[config.mk]
export PLATFORM = sky130hd
export DESIGN_NAME = bsr_chain
export DESIGN_NICKNAME = d
export VERILOG_FILES = /design/src/rtl/bsr_pkg.sv /design/src/rtl/bsr_cell.sv /design/src/rtl/bsr_pin_mux.sv /design/src/rtl/bsr_chain.sv
export SDC_FILE = /design/constraint.sdc
export NUM_CORES = 1
export LEC_CHECK = 0
export ABC_AREA = 1
export BUFFER_PORTS_ARGS = -buffer_cell sky130_fd_sc_hd__buf_2
export CAP_MARGIN = 5
export CORE_ASPECT_RATIO = 1.25
export CORE_MARGIN = 2
export CORE_UTILIZATION = 35
export DETAILED_ROUTE_END_ITERATION = 10
export GPL_ROUTABILITY_DRIVEN = 0
export SYNTH_ARGS = -nofsm -noshare
export SYNTH_HDL_FRONTEND = slang
export SYNTH_HIERARCHICAL = 1
export SYNTH_SLANG_ARGS = --single-unit
[constraint.sdc]
create_clock -name tck -period 2.25 [get_ports tck]
set_clock_uncertainty 0.1 [all_clocks]
set_input_delay 0.45 -clock tck [delete_from_list [all_inputs] [get_ports tck]]
set_output_delay 0.45 -clock tck [all_outputs]
set_load 0.02 [all_outputs]
[src/rtl/bsr_pkg.sv]
// Shared mode encoding and helpers for the boundary scan register chain.
// Assumes the test controller supplies an already decoded 3-bit mode.
package bsr_pkg;

    typedef enum logic [2:0] {
        MODE_FUNC   = 3'd0,
        MODE_SAMPLE = 3'd1,
        MODE_EXT    = 3'd2,
        MODE_INT    = 3'd3,
        MODE_CLAMP  = 3'd4,
        MODE_HIGHZ  = 3'd5
    } bsr_mode_e;

    // True for the modes that route the serial path through the chain.
    function automatic logic chain_active(input logic [2:0] m);
        return (m == MODE_SAMPLE) || (m == MODE_EXT) || (m == MODE_INT);
    endfunction

    // True for the modes where the pads are driven from the update latches.
    function automatic logic pads_from_latch(input logic [2:0] m);
        return (m == MODE_EXT) || (m == MODE_CLAMP);
    endfunction

endpackage

[src/rtl/bsr_cell.sv]
// One boundary cell: a capture/shift stage on the rising edge and an
// update latch that loads on the falling edge.
// Assumes shift and capture never both matter in one cycle; shift wins.
module bsr_cell (
    input  logic tck,
    input  logic rst_n,
    input  logic cap_en,
    input  logic shift_en,
    input  logic upd_en,
    input  logic par_in,
    input  logic ser_in,
    output logic stage_q,
    output logic upd_q
);

    // Capture/shift stage: serial move or parallel load on the rising edge.
    always_ff @(posedge tck) begin
        if (!rst_n)        stage_q <= 1'b0;
        else if (shift_en) stage_q <= ser_in;
        else if (cap_en)   stage_q <= par_in;
    end

    // Update latch: copies the stage on the falling edge when enabled.
    always_ff @(negedge tck) begin
        if (!rst_n)      upd_q <= 1'b0;
        else if (upd_en) upd_q <= stage_q;
    end

endmodule

[src/rtl/bsr_pin_mux.sv]
// Pad and core-side selection between the functional path and the
// boundary latches, including forced high impedance.
// Assumes the latch vectors are already split by cell kind.
module bsr_pin_mux #(
    parameter int N_IN  = 4,
    parameter int N_GRP = 2,
    parameter int GRP_W = 2,
    localparam int N_OUT = N_GRP * GRP_W
) (
    input  logic [2:0]       mode_sel,
    input  logic [N_IN-1:0]  in_q,
    input  logic [N_OUT-1:0] dat_q,
    input  logic [N_GRP-1:0] ctl_q,
    input  logic [N_OUT-1:0] core_out,
    input  logic [N_GRP-1:0] core_oe,
    input  logic [N_IN-1:0]  pin_in,
    output logic [N_OUT-1:0] pin_out,
    output logic [N_OUT-1:0] pin_oe,
    output logic [N_IN-1:0]  core_in
);
    import bsr_pkg::*;

    logic use_latch;
    logic force_off;
    logic int_test;

    // Decode the mode into the three routing controls.
    always_comb begin
        use_latch = pads_from_latch(mode_sel);
        force_off = (mode_sel == MODE_HIGHZ);
        int_test  = (mode_sel == MODE_INT);
    end

    // Core inputs: from the input latches in internal test, else from pins.
    always_comb core_in = int_test ? in_q : pin_in;

    // Output data: from the data latches in external test and clamp.
    always_comb pin_out = use_latch ? dat_q : core_out;

    for (genvar g = 0; g < N_GRP; g++) begin : g_grp
        for (genvar k = 0; k < GRP_W; k++) begin : g_pin
            // Output enable: gated by the group's control cell or the core.
            always_comb begin
                if (force_off)      pin_oe[g*GRP_W+k] = 1'b0;
                else if (use_latch) pin_oe[g*GRP_W+k] = ctl_q[g];
                else                pin_oe[g*GRP_W+k] = core_oe[g];
            end
        end
    end

endmodule

[src/rtl/bsr_chain.sv]
// Boundary scan register chain: input cells, then for each output group
// one control cell followed by its data cells. Position 0 feeds chain_tdo.
// Assumes the strobes come from a test controller clocked by tck.
module bsr_chain #(
    parameter int N_IN  = 4,
    parameter int N_GRP = 2,
    parameter int GRP_W = 2,
    localparam int N_OUT = N_GRP * GRP_W,
    localparam int LEN   = N_IN + N_GRP * (GRP_W + 1)
) (
    input  logic             tck,
    input  logic             rst_n,
    input  logic             tdi,
    input  logic             cap_dr,
    input  logic             shift_dr,
    input  logic             upd_dr,
    input  logic [2:0]       mode_sel,
    input  logic [N_OUT-1:0] core_out,
    input  logic [N_GRP-1:0] core_oe,
    input  logic [N_IN-1:0]  pin_in,
    output logic [N_OUT-1:0] pin_out,
    output logic [N_OUT-1:0] pin_oe,
    output logic [N_IN-1:0]  core_in,
    output logic             chain_tdo
);
    import bsr_pkg::*;

    logic             active;
    logic [LEN-1:0]   par_vec;
    logic [LEN-1:0]   ser_vec;
    logic [LEN-1:0]   stage;
    logic [LEN-1:0]   upd_q;
    logic [N_IN-1:0]  in_q;
    logic [N_OUT-1:0] dat_q;
    logic [N_GRP-1:0] ctl_q;

    // Only the data-register modes route the serial path through the chain.
    always_comb active = chain_active(mode_sel);

    // Input cells capture the pins and occupy the lowest positions.
    always_comb par_vec[N_IN-1:0] = pin_in;
    always_comb in_q = upd_q[N_IN-1:0];

    for (genvar g = 0; g < N_GRP; g++) begin : g_map
        localparam int BASE = N_IN + g * (GRP_W + 1);
        // Control cell of the group captures the core enable.
        always_comb par_vec[BASE] = core_oe[g];
        always_comb ctl_q[g] = upd_q[BASE];
        for (genvar k = 0; k < GRP_W; k++) begin : g_dat
            // Data cell captures the core output headed to its pin.
            always_comb par_vec[BASE+1+k] = core_out[g*GRP_W+k];
            always_comb dat_q[g*GRP_W+k] = upd_q[BASE+1+k];
        end
    end

    for (genvar p = 0; p < LEN; p++) begin : g_cell
        // Serial source: tdi at the top, else the neighbour nearer tdi.
        if (p == LEN - 1) begin : g_top
            always_comb ser_vec[p] = tdi;
        end else begin : g_mid
            always_comb ser_vec[p] = stage[p+1];
        end

        bsr_cell u_cell (
            .tck      (tck),
            .rst_n    (rst_n),
            .cap_en   (cap_dr & active),
            .shift_en (shift_dr & active),
            .upd_en   (upd_dr & active),
            .par_in   (par_vec[p]),
            .ser_in   (ser_vec[p]),
            .stage_q  (stage[p]),
            .upd_q    (upd_q[p])
        );
    end

    // Serial output from the position nearest the output end.
    always_comb chain_tdo = stage[0];

    bsr_pin_mux #(
        .N_IN  (N_IN),
        .N_GRP (N_GRP),
        .GRP_W (GRP_W)
    ) u_mux (
        .mode_sel (mode_sel),
        .in_q     (in_q),
        .dat_q    (dat_q),
        .ctl_q    (ctl_q),
        .core_out (core_out),
        .core_oe  (core_oe),
        .pin_in   (pin_in),
        .pin_out  (pin_out),
        .pin_oe   (pin_oe),
        .core_in  (core_in)
    );

endmodule

-- Word-level counts from Yosys, hierarchy flattened
Cells that the tools add are included.
- bits in registers: 20
- input port bits: 19
- output and inout port bits: 13
- equality and inequality tests: 5
- muxes and demuxes: 26
- bitwise gates (word level): 3
- reductions and logical operators: 4
- operator list (operator ; count):
    $mux 1 ; 24
    $mux 4 ; 2
    $eq 3x2->1 const B ; 2
    $eq 3x3->1 const B ; 2
    $and 1x1->1 ; 3
    $eq 3x1->1 const B ; 1
    $logic_or 1x1->1 ; 3
    $reduce_bool 2->1 ; 1

-- Logic depth before layout (Yosys ltp)
- depth in word-level cells: 6
- depth in mapped cells: 7
- gate-level depth less buffers: 6

-- Modules after synthesis
The synthesis kept the hierarchy.
- by module, submodules not included (module ; times used ; cells an instance ; area an instance (um^2) ; sequential area each (um^2)):
    bsr_cell ; 10 ; 15 ; 93.8 ; 40.0
    bsr_pin_mux ; 1 ; 48 ; 221.5 ; 0.0
    bsr_chain ; 1 ; 7 ; 30.0 ; 0.0

==> results.md <==
* Outcome: finished, violations left
* Violated checks: setup timing
* Hold WC Path Type: in2reg
* Starting DRT DRC Count at 15
* Routed wire length at 2.62 mm
* Critical Path RT at 1.70 ns
* Syn Inst Count at 205
* Layout Cells excl Fill at 285
* IO Pins at 32
* Core area at 3220 µm²
* Post-synth top area share at 0.336
* Fin. max-slew vios at 0
* Area grow syn2layout at 45.7%
* Grt total ovfl at 0
* Max incr delay on CP at 0.32 ns
* Number of fill cells at 341
* Crit-path leading delay family: flip-flops
* CTS Hold Buffers Added at 0
* RSZ-0062 raised after global routing: yes
* Postcts setup bufs at 0
* Final WS setup at -0.453 ns
* GRT Total Usage at 0.145
* Buf/Inv on CP at 2
* DP Area at 1590 µm²
* Vias/cell at 4.30
* CP Class: reg2out
* Die Ht at 69.2 µm
* Slowest stage cell, crit path: dfxtp_2
* FP Rows at 23
* Pwr dens at 556 nW/µm²
* Drt pass-1 iters at 4
* WL per Instance at 9.19 µm
* Lkg Pwr at 0.000890 µW
* Syn_area_per_cell at 5.80 µm²
* CP Launch Type: register
* Crit end category: output port
* Multi-input logic area at 678 µm²
* Maximum vdd drop at 349 µV
* Number of CTS-inserted buffers at 3
* YS warnings at 6
* Worst-path clk slew at 0.08 ns
* Top cells by area, synth: dfxtp_1 (34%), inv_1 (19%), nor2_1 (14%)
* Dpl cells at 281
* Fin Hold WS at 0.355 ns
* Net Count, Synth at 224
* Cell taking the most area after synthesis: dfxtp_1
* Antenna fix cells at 0
* Seq/Total Area, Yosys at 0.336
* Mapped cell area at 1190 µm²
* CTS tree: done
* Commonest non-fill, non-tap cell in the layout: inv_1
* Setup Viol. Count Final at 12
* Worst skew pair latency at 0.25 ns
* Maxcap violations at 0
* Root buf cell: clkbuf_8
* CP Max Fanout at 2
* Cells along the critical path: inv_2, nand4_1, nand2_2, nor2_4, buf_6
* CTS Buffer Depth at 2
* Final HPWL DP at 1.91 mm
* Register Area at 413 µm²
* Share of cells above drive strength 1 at 0.379
* Synth Register Bits at 20
* Design Area, Final at 1730 µm²
* Vias at 1,226
* Netlist cell types at 13
* Htree depth at 1
* Commonest non-fill, non-tap cells in the layout: inv_1 (48), nor2_1 (40), nand2_1 (31)
* Nets at 268
* Worst slew pin tran at 0.264 ns
* Vias in the first global route at 1,103
* Initial core utilization at 0.369
* Total die area at 3890 µm²
* Initial antenna violation count at 0
* PortBufs at 31
* First-pass GRT wire length at 4.66 mm
* Max_slew headroom at 0.824
* Worst Path Arrival at 2.15 ns
* Post-route ant nets at 0
* Largest net degree at the start of global routing at 21
* Die Wd at 56.2 µm
* Overall power at 964 µW
* Drt drc at 0
* Clk sinks at 20
* Fin Setup TNS at -4.57 ns
* Final hold violation count at 0
[final timing paths]
path                                                             from                                    end  slack (ns)  depth (start not counted)
worst max register to register  g_cell[9].u_cell/stage_q$_SDFFE_PN0P_    g_cell[9].u_cell/upd_q$_SDFFE_NN0P_        0.47                          2
worst min register to register    g_cell[6].u_cell/upd_q$_SDFFE_NN0P_    g_cell[6].u_cell/upd_q$_SDFFE_NN0P_        0.40                          2
worst max-delay path              g_cell[4].u_cell/upd_q$_SDFFE_NN0P_                              pin_oe[1]       -0.45                          5
worst min-delay path                                              tdi  g_cell[9].u_cell/stage_q$_SDFFE_PN0P_        0.36                          3
[flip-flops by register name, summed over array words and instances (netlist names)]
name	count
g_cell.u_cell/upd_q	10
g_cell.u_cell/stage_q	10
[repair_timing]
action                     CTS  global route
resized for setup           45             2
pin swaps                   12             0
setup endpoints to repair   12            18
[kinds of logic after synthesis]
kind of cell / count (synthesis) / synth area share
and+or+nand+nor: 95 / 0.344
buffers and inverters: 62 / 0.202
AOI/OAI and AO/OA: 28 / 0.118
DFF: 20 / 0.336
[routing by layer]
metal  up-vias  GRT usage  wire length (µm)
li1        680          -                 -
met4         0     0.0556                27
met3         2     0.0149                67
met5         -          0                 0
met2        17      0.247              1290
met1       527      0.186              1240
[synth_stat cells]
cell / instances
nand2_2: 1
nor2_2: 10
o21ai_0: 28
nor2_1: 43
nand2_1: 33
nor3_1: 3
inv_2: 1
nand4_1: 2
nand3_4: 1
inv_1: 59
buf_4: 2
dfxtp_1: 20
nand3_1: 2
[report_power, final]
part	internal [µW]	total, µW	switching (µW)
sequential	384	401	17.2
combinational	114	262	148
clock	146	301	154
[worst reg2reg max path: stages, from the launching register on]
cell	delay, ns
dfxtp_1	0.33
nor2_1	0.12
nor2_1	0.05
[cell type report]
type	instances	area share
multi-input combinational	123	0.391
clock buffer	3	0.0238
timing repair buffer	41	0.183
clock inverter	11	0.0245
tap	37	0.0267
inverter	50	0.113
sequential	20	0.238
[metrics by stage]
step / util / setup slack [ns]
6_report: 0.538 / -0.453
3_3_place_gp: 0.494 / -0.266
5_1_grt: 0.538 / -0.519
3_5_place_dp: 0.494 / -0.297
2_1_floorplan: - / -0.223
4_1_cts: 0.536 / -0.472
Power figures use the tool's default switching activity.
